$ cat src/rtl/lnk_csr_pkg.sv
package lnk_csr_pkg;

    typedef enum logic [2:0] {
        OFF_TX_ADDR  = 3'd0,
        OFF_TX_LEN   = 3'd1,
        OFF_TX_DATA  = 3'd2,
        OFF_STAT_CTL = 3'd3,
        OFF_RX_ADDR  = 3'd4,
        OFF_RX_LEN   = 3'd5,
        OFF_RX_DATA  = 3'd6,
        OFF_IDENT    = 3'd7
    } csr_off_e;

    // control word: per direction a reset bit at 2*dir and a start bit at 2*dir+1
    localparam int CTL_LOOP_BIT = 4;
    localparam int CHAN_STRIDE  = 4;   // offset distance between tx and rx groups

    typedef struct packed {
        logic rst;
        logic go;
        logic go_pend;
    } cmd_state_t;

    typedef struct packed {
        logic loop;
        logic bpe;
    } ctl_state_t;

endpackage

$ cat src/rtl/lnk_csr_bufreg.sv
module lnk_csr_bufreg #(
    parameter int DATA_W     = 32,
    parameter int LEN_W      = 20,
    parameter int ALIGN_BITS = 2
) (
    input  logic              clk,
    input  logic              rst_n,
    input  logic              addr_we,
    input  logic              len_we,
    input  logic [DATA_W-1:0] wdata,
    output logic [DATA_W-1:0] addr_o,
    output logic [LEN_W-1:0]  len_o
);

    typedef struct packed {
        logic [DATA_W-1:0] addr;
        logic [LEN_W-1:0]  len;
    } buf_state_t;

    buf_state_t state_d, state_q;

    always_comb begin
        state_d = state_q;
        if (addr_we) begin
            state_d.addr = {wdata[DATA_W-1:ALIGN_BITS], {ALIGN_BITS{1'b0}}};
        end
        if (len_we) begin
            state_d.len = wdata[LEN_W-1:0];
        end
    end

    always_ff @(posedge clk or negedge rst_n) begin
        if (!rst_n) state_q <= '0;
        else        state_q <= state_d;
    end

    assign addr_o = state_q.addr;
    assign len_o  = state_q.len;

    p_addr_aligned_load_r1: assert property (@(posedge clk) disable iff (!rst_n)
        addr_we |=> (addr_o[DATA_W-1:ALIGN_BITS] == $past(wdata[DATA_W-1:ALIGN_BITS]))
                    && (addr_o[ALIGN_BITS-1:0] == '0));

    p_len_load_r1: assert property (@(posedge clk) disable iff (!rst_n)
        len_we |=> len_o == $past(wdata[LEN_W-1:0]));

    p_hold_when_idle_r1: assert property (@(posedge clk) disable iff (!rst_n)
        (!addr_we && !len_we) |=> ($stable(addr_o) && $stable(len_o)));

endmodule

$ cat src/rtl/lnk_csr_cmd.sv
module lnk_csr_cmd (
    input  logic clk,
    input  logic rst_n,
    input  logic ctl_we,
    input  logic rst_bit,
    input  logic go_bit,
    output logic rst_o,
    output logic go_o
);
    import lnk_csr_pkg::*;

    cmd_state_t state_d, state_q;
    logic       rst_req, go_req;

    always_comb begin
        rst_req         = ctl_we && rst_bit;
        go_req          = ctl_we && go_bit;
        state_d.rst     = rst_req;
        state_d.go_pend = rst_req && go_req;
        state_d.go      = !rst_req && (go_req || state_q.go_pend);
    end

    always_ff @(posedge clk or negedge rst_n) begin
        if (!rst_n) state_q <= '0;
        else        state_q <= state_d;
    end

    assign rst_o = state_q.rst;
    assign go_o  = state_q.go;

    p_rst_after_write_r4: assert property (@(posedge clk) disable iff (!rst_n)
        (ctl_we && rst_bit) |=> rst_o);

    p_rst_needs_write_r4: assert property (@(posedge clk) disable iff (!rst_n)
        rst_o |-> $past(ctl_we && rst_bit));

    p_reset_first_r5: assert property (@(posedge clk) disable iff (!rst_n)
        (ctl_we && rst_bit && go_bit) |=> (rst_o && !go_o));

    p_start_trails_reset_r5: assert property (@(posedge clk) disable iff (!rst_n)
        ($past(ctl_we && rst_bit && go_bit) && !(ctl_we && rst_bit)) |=> go_o);

    p_go_never_with_rst_r5: assert property (@(posedge clk) disable iff (!rst_n)
        !(go_o && rst_o));

endmodule

$ cat src/rtl/lnk_csr_ctl.sv
module lnk_csr_ctl (
    input  logic clk,
    input  logic rst_n,
    input  logic ctl_we,
    input  logic loop_bit,
    input  logic perr_set,
    output logic loop_o,
    output logic bpe_o
);
    import lnk_csr_pkg::*;

    ctl_state_t state_d, state_q;

    always_comb begin
        state_d      = state_q;
        if (ctl_we) begin
            state_d.loop = loop_bit;
        end
        // a new error outranks the clear carried by a control write
        state_d.bpe  = perr_set || (state_q.bpe && !ctl_we);
    end

    always_ff @(posedge clk or negedge rst_n) begin
        if (!rst_n) state_q <= '0;
        else        state_q <= state_d;
    end

    assign loop_o = state_q.loop;
    assign bpe_o  = state_q.bpe;

    p_bpe_set_wins_r8: assert property (@(posedge clk) disable iff (!rst_n)
        perr_set |=> bpe_o);

    p_bpe_cleared_r8: assert property (@(posedge clk) disable iff (!rst_n)
        (ctl_we && !perr_set) |=> !bpe_o);

    p_bpe_sticky_r8: assert property (@(posedge clk) disable iff (!rst_n)
        (bpe_o && !ctl_we) |=> bpe_o);

    p_loop_hold_r6: assert property (@(posedge clk) disable iff (!rst_n)
        !ctl_we |=> $stable(loop_o));

endmodule

$ cat src/rtl/lnk_csr_top.sv
module lnk_csr_top #(
    parameter int              DATA_W   = 32,
    parameter int              LEN_W    = 20,
    parameter int              CNT_W    = 8,
    parameter logic [DATA_W-1:0] ID_VALUE = 32'h0000_0006
) (
    input  logic              clk,
    input  logic              rst_n,
    input  logic              bus_wr_i,
    input  logic              bus_rd_i,
    input  logic [2:0]        bus_addr_i,
    input  logic [DATA_W-1:0] bus_wdata_i,
    input  logic              bus_perr_i,
    output logic [DATA_W-1:0] bus_rdata_o,
    input  logic              dma_perr_i,
    output logic [DATA_W-1:0] tx_addr_o,
    output logic [LEN_W-1:0]  tx_len_o,
    output logic [DATA_W-1:0] rx_addr_o,
    output logic [LEN_W-1:0]  rx_len_o,
    output logic              tx_push_o,
    output logic              tx_pop_o,
    input  logic [DATA_W-1:0] tx_head_i,
    output logic              rx_push_o,
    output logic              rx_pop_o,
    input  logic [DATA_W-1:0] rx_head_i,
    output logic              tx_rst_o,
    output logic              tx_go_o,
    output logic              rx_rst_o,
    output logic              rx_go_o,
    output logic              loop_o,
    input  logic              tx_busy_i,
    input  logic              tx_done_i,
    input  logic              tx_underrun_i,
    input  logic [CNT_W-1:0]  tx_level_i,
    input  logic              rx_busy_i,
    input  logic              rx_done_i,
    input  logic              rx_overrun_i,
    input  logic [CNT_W-1:0]  rx_level_i,
    input  logic              rx_crc_err_i,
    output logic              irq_o
);
    import lnk_csr_pkg::*;

    localparam int N_CHAN = 2;
    localparam int PAD_W  = DATA_W - 2 * CNT_W - 8;

    logic              ctl_we;
    logic              perr_set;
    logic              bpe;
    logic [DATA_W-1:0] status_w;
    logic [DATA_W-1:0] ch_addr [N_CHAN];
    logic [LEN_W-1:0]  ch_len  [N_CHAN];
    logic              ch_rst  [N_CHAN];
    logic              ch_go   [N_CHAN];
    logic              ch_push [N_CHAN];
    logic              ch_pop  [N_CHAN];
    logic [DATA_W-1:0] ch_head [N_CHAN];

    assign ctl_we     = bus_wr_i && (bus_addr_i == OFF_STAT_CTL);
    assign perr_set   = ((bus_wr_i || bus_rd_i) && bus_perr_i) || dma_perr_i;
    assign ch_head[0] = tx_head_i;
    assign ch_head[1] = rx_head_i;

    for (genvar g = 0; g < N_CHAN; g++) begin : g_chan
        localparam logic [2:0] BASE = 3'(g * CHAN_STRIDE);

        assign ch_push[g] = bus_wr_i && (bus_addr_i == BASE + 3'(OFF_TX_DATA));
        assign ch_pop[g]  = bus_rd_i && (bus_addr_i == BASE + 3'(OFF_TX_DATA));

        lnk_csr_bufreg #(
            .DATA_W     (DATA_W),
            .LEN_W      (LEN_W),
            .ALIGN_BITS (2)
        ) u_buf (
            .clk     (clk),
            .rst_n   (rst_n),
            .addr_we (bus_wr_i && (bus_addr_i == BASE + 3'(OFF_TX_ADDR))),
            .len_we  (bus_wr_i && (bus_addr_i == BASE + 3'(OFF_TX_LEN))),
            .wdata   (bus_wdata_i),
            .addr_o  (ch_addr[g]),
            .len_o   (ch_len[g])
        );

        lnk_csr_cmd u_cmd (
            .clk     (clk),
            .rst_n   (rst_n),
            .ctl_we  (ctl_we),
            .rst_bit (bus_wdata_i[2*g]),
            .go_bit  (bus_wdata_i[2*g+1]),
            .rst_o   (ch_rst[g]),
            .go_o    (ch_go[g])
        );
    end

    lnk_csr_ctl u_ctl (
        .clk      (clk),
        .rst_n    (rst_n),
        .ctl_we   (ctl_we),
        .loop_bit (bus_wdata_i[CTL_LOOP_BIT]),
        .perr_set (perr_set),
        .loop_o   (loop_o),
        .bpe_o    (bpe)
    );

    assign status_w = {{PAD_W{1'b0}},
                       tx_busy_i, tx_done_i, tx_underrun_i, tx_level_i,
                       rx_busy_i, rx_done_i, rx_overrun_i, rx_level_i,
                       rx_crc_err_i, bpe};

    always_comb begin
        unique case (csr_off_e'(bus_addr_i))
            OFF_TX_ADDR:  bus_rdata_o = ch_addr[0];
            OFF_TX_LEN:   bus_rdata_o = DATA_W'(ch_len[0]);
            OFF_TX_DATA:  bus_rdata_o = ch_head[0];
            OFF_STAT_CTL: bus_rdata_o = status_w;
            OFF_RX_ADDR:  bus_rdata_o = ch_addr[1];
            OFF_RX_LEN:   bus_rdata_o = DATA_W'(ch_len[1]);
            OFF_RX_DATA:  bus_rdata_o = ch_head[1];
            default:      bus_rdata_o = ID_VALUE;
        endcase
    end

    assign tx_addr_o = ch_addr[0];
    assign tx_len_o  = ch_len[0];
    assign rx_addr_o = ch_addr[1];
    assign rx_len_o  = ch_len[1];
    assign tx_push_o = ch_push[0];
    assign tx_pop_o  = ch_pop[0];
    assign rx_push_o = ch_push[1];
    assign rx_pop_o  = ch_pop[1];
    assign tx_rst_o  = ch_rst[0];
    assign tx_go_o   = ch_go[0];
    assign rx_rst_o  = ch_rst[1];
    assign rx_go_o   = ch_go[1];

    assign irq_o = tx_done_i || tx_underrun_i || rx_done_i || rx_overrun_i || bpe;

    p_irq_on_parity_r9: assert property (@(posedge clk) disable iff (!rst_n)
        perr_set |=> irq_o);

    p_ident_write_inert_r2: assert property (@(posedge clk) disable iff (!rst_n)
        (bus_wr_i && bus_addr_i == OFF_IDENT) |=>
            ($stable(tx_addr_o) && $stable(rx_addr_o) && $stable(tx_len_o) && $stable(rx_len_o)));

    p_status_pad_zero_r3: assert property (@(posedge clk) disable iff (!rst_n)
        (bus_addr_i == OFF_STAT_CTL) |-> bus_rdata_o[DATA_W-1:DATA_W-PAD_W] == '0);

endmodule

$ cat config.mk
export PLATFORM = sky130hd
export DESIGN_NAME = lnk_csr_top
export DESIGN_NICKNAME = d
export VERILOG_FILES = /design/src/rtl/lnk_csr_pkg.sv /design/src/rtl/lnk_csr_bufreg.sv /design/src/rtl/lnk_csr_cmd.sv /design/src/rtl/lnk_csr_ctl.sv /design/src/rtl/lnk_csr_top.sv
export SDC_FILE = /design/constraint.sdc
export NUM_CORES = 1
export LEC_CHECK = 0
export BUFFER_PORTS_ARGS = -buffer_cell sky130_fd_sc_hd__buf_2
export CAP_MARGIN = 10
export CORE_MARGIN = 5
export CORE_UTILIZATION = 48
export CTS_CLUSTER_DIAMETER = 40
export DETAILED_ROUTE_END_ITERATION = 12
export MAX_ROUTING_LAYER = met4
export PLACE_DENSITY = 0.89
export SLEW_MARGIN = 20
export SYNTH_ARGS = -nofsm -noshare
export SYNTH_HDL_FRONTEND = slang
export SYNTH_HIERARCHICAL = 1
export SYNTH_SLANG_ARGS = --single-unit
$ cat constraint.sdc
create_clock -name clk -period 1.89 [get_ports clk]
set_input_delay 0.4725 -clock clk [delete_from_list [all_inputs] [get_ports clk]]
set_output_delay 0.4725 -clock clk [all_outputs]
set_load 0.01 [all_outputs]
==> flow_metrics.py <==
metrics = {
    "status": {
        "status": "finished with violations",
        "violations": "negative setup slack",
    },
    "final_layout": {
        "antenna_cells": 0,
        "drive_gt1_share_pct": 66.8,
        "nFillCells": 892,
        "nNetsFinal": 876,
        "utilization_pct": 69.6,
        "stdcell_count": 925,
        "area_delta_synth_final_pct": 43.5,
    },
    "flow_run": {
        "drv_cap": 0,
    },
    "synthesis": {
        "synthDistinctLibCells": 39,
        "synth-async-reset-ratio_pct": 100,
        "syn_inst": 451,
        "ys_warn_count": 6,
        "synth-edff-count": 0,
        "synth_ff_type": "dfrtp_1",
        "synthesis.area_um2": 6070,
        "seq_area_frac_synth_pct": 44.5,
        "avgSynthCellArea_um2": 13.5,
        "synth-seq-cells": 108,
    },
    "die": {
        "die_w_um": 122,
        "coreArea_um2": 12500,
        "dieArea_um2": 15000,
        "pin_count": 274,
        "rows": 41,
        "start_util_pct": 48.5,
        "die_y_um": 122,
    },
    "clock_network": {
        "clk_latency_ps": 340,
        "h-tree-depth": 3,
        "cts-buffers-inserted": 9,
        "cts_tree": "built",
        "cts_buffer_depth": 2,
        "cts_root_buf": "clkbuf_16",
        "clock-sinks": 108,
        "clk_pin_slew_ps": 80,
    },
    "detailed_routing": {
        "detail_route.wl_per_cell_um": 21.9,
        "drt_iter0_drc": 312,
        "firstDrtPassIters": 4,
        "routed_via_density": 5.60,
        "drc": 0,
        "finalWirelength_um": 20300,
        "num_vias": 5183,
        "ant_nets": 0,
    },
    "timing": {
        "skew_ps": 4.75,
        "setup_viol": 32,
        "report.final.slew_viol_count": 0,
        "period_minus_slack_ps": 2130,
        "fin_crit_sh_pct": 113,
        "timing.fmax_mhz": 469,
        "tightest_slew_ps": 575,
        "relSlewSlack_pct": 61.6,
        "hold_violations": 0,
        "rsz0062_at_grt": "true",
        "layout_setup_ws_ps": -243,
    },
    "power_and_ir_drop": {
        "ir_worst_vdd_mv": 0.662,
        "power_frac_comb_pct": 31.7,
        "clock_power_share_pct": 28.5,
        "internal-power_w": 0.00570,
        "p_switching_w": 0.00242,
        "swShare_pct": 29.8,
        "pwr-share-seq_pct": 39.8,
        "p_leak_nw": 4.27,
        "power.density_nw_per_um2": 933,
    },
    "grt": {
        "grt_max_degree": 109,
        "grt.busiest_layer": "met2",
        "antenna_found_initial": 0,
        "grt_pass1_wl_um": 29000,
        "grt_usage_pct": 26.2,
        "grt.met2_usage_pct": 44.6,
        "use_met3_pct": 4.93,
        "grt_pass1_vias": 5250,
        "grt_overflow": 0,
        "use_met1_pct": 31.3,
    },
    "setup_path": {
        "critPathArrivalTime_ps": 1660,
        "cp_slowest_stage_delay_ps": 200,
        "path_max_fanout": 7,
        "critPathKind": "in -> out",
        "crit_chain": "buf_12 -> buf_12 -> buf_4 -> buf_8 -> and3b_1 -> a21oi_1 -> o211ai_1 -> buf_2",
        "cpLargestDelayFamily": "buffers and inverters",
        "slowest_stage": "and3b_1",
        "cp-start-kind": "input pin",
        "path_buf_inv": 5,
        "worst_setup_path_end_kind": "output pin",
        "critPathMostFrequentCell": "buf_12",
        "critPathRequiredTime_ps": 1420,
    },
    "placed_design": {
        "gp_congestion": 0.868,
        "dp_cells": 898,
        "dp_hpwl_um": 14300,
        "pre_cts_slack_ps": -248,
        "io_buffers": 269,
    },
    "min_path": {
        "hp-class": "in -> async",
    },
}
cells by family (layout without fill, tap and decap cells):
family | count (synthesis) | in the layout | share of synthesized area (%)
muxes | 147 | 147 | 32.4
DFF | 108 | 108 | 44.5
AOI/OAI and AO/OA | 96 | 96 | 12.0
and+or+nand+nor | 54 | 54 | 5.53
buffers and inverters | 44 | 344 | 5.36
other | 2 | 4 | 0.124
worst register-to-register path: stages, from the launching register on:
cell and delay, ps:
dfrtp_1 400, buf_4 140, mux2_4 250
flip-flops by register name, indices dropped and copies added (netlist names):
signal and flops:
u_ctl/bpe_o 1, g_chan.u_buf/len_o 40, g_chan.u_cmd/rst_o 2, g_chan.u_cmd/state_q 2, u_ctl/loop_o 1, g_chan.u_buf/addr_o 60, g_chan.u_cmd/go_o 2
what timing repair did:
action,CTS,global route
pin swaps,11,11
hold buffers,0,0
gates cloned,4,2
resized for setup,40,23
buffers inserted,2,3
setup endpoints to repair,35,34
cells in the mapped netlist, types with 9 or more instances:
master,n,share of area (%)
mux2_2,51,9.5
a21oi_1,12,0.99
a21boi_0,11,1.4
mux2i_1,26,4.3
nor2b_1,10,1.0
buf_2,10,0.82
buf_6,13,2.4
buf_4,9,1.1
a211o_1,15,2.2
a22oi_1,11,1.4
dfrtp_1,108,45
nor2_1,9,0.56
a32oi_1,17,2.5
mux2_4,61,15
o211ai_1,14,1.7
routing by layer:
| layer | share of wire [%] | vias up |
|---|---|---|
| li1 | - | 2297 |
| met1 | 39 | 2571 |
| met2 | 51 | 281 |
| met3 | 8.1 | 34 |
| met4 | 2.2 | 0 |
| met5 | 0 | - |
layout make-up:
class / count / area (µm²) / area share (%)
timing repair buffer: 325 / 2200 / 25.2
multi-input combinational: 301 / 3210 / 36.8
clock buffer: 10 / 239 / 2.75
inverter: 3 / 11.3 / 0.129
clock inverter: 6 / 134 / 1.54
sequential: 108 / 2700 / 31.0
tap: 172 / 215 / 2.47
worst paths after layout:
| kind | start | end | slack [ps] | cells after the start |
|---|---|---|---|---|
| setup reg to reg | g_chan[0].u_buf/addr_o[18] | g_chan[0].u_buf/addr_o[18] | 990 | 2 |
| max in group asynchronous | rst_n | g_chan[0].u_buf/len_o[9] | 1250 | 2 |
| min in group clk | bus_wdata_i[24] | g_chan[1].u_buf/addr_o[24] | 380 | 2 |
| hold / removal | rst_n | g_chan[1].u_buf/addr_o[4] | 180 | 2 |
| setup / recovery | bus_addr_i[1] | bus_rdata_o[8] | -240 | 8 |
| hold reg to reg | g_chan[0].u_cmd/state_q[0] | g_chan[0].u_cmd/go_o | 460 | 2 |
layout by cell type (no fill, tap or decap), types with 3 or more instances in the layout:
| master | n |
|---|---|
| mux4_2 | 9 |
| o21ai_1 | 7 |
| o211ai_2 | 3 |
| buf_4 | 27 |
| a21oi_1 | 11 |
| buf_16 | 4 |
| a32oi_2 | 9 |
| buf_12 | 22 |
| nor2_1 | 5 |
| and2_4 | 3 |
| nor2b_1 | 9 |
| dfrtp_1 | 108 |
| a21boi_0 | 11 |
| bufinv_16 | 4 |
| o211ai_1 | 14 |
| and2_1 | 7 |
| buf_6 | 5 |
| a22oi_1 | 3 |
| nor2_2 | 4 |
| mux2i_1 | 25 |
| a211o_1 | 15 |
| nand2_1 | 6 |
| conb_1 | 4 |
| buf_2 | 264 |
| mux2_2 | 51 |
| a22oi_2 | 8 |
| and3b_1 | 6 |
| a32oi_1 | 8 |
| clkbuf_16 | 11 |
| mux2_4 | 61 |
per-stage QoR:
stage	power (W)	hold WS (ps)	area (µm²)	TNS, ps
floorplan	0.00453	177	6080	0
global route	0.00849	239	8710	-6070
finish	0.00812	182	8710	-4670
detailed placement	0.00569	446	7920	-17490
global placement	0.00559	448	7920	-14120
CTS	0.00809	224	8550	-3980
power groups by stage:
stage	sequential, W	combinational (W)	clock, W
final	0.00323	0.00258	0.00231
after global routing	0.00329	0.00275	0.00246
after CTS	0.00321	0.00253	0.00234
after detailed placement	0.00324	0.00245	0
after global placement	0.00321	0.00238	0
after floorplan	0.00338	0.00115	0
Note: power is estimated with default switching activity, not from simulation.
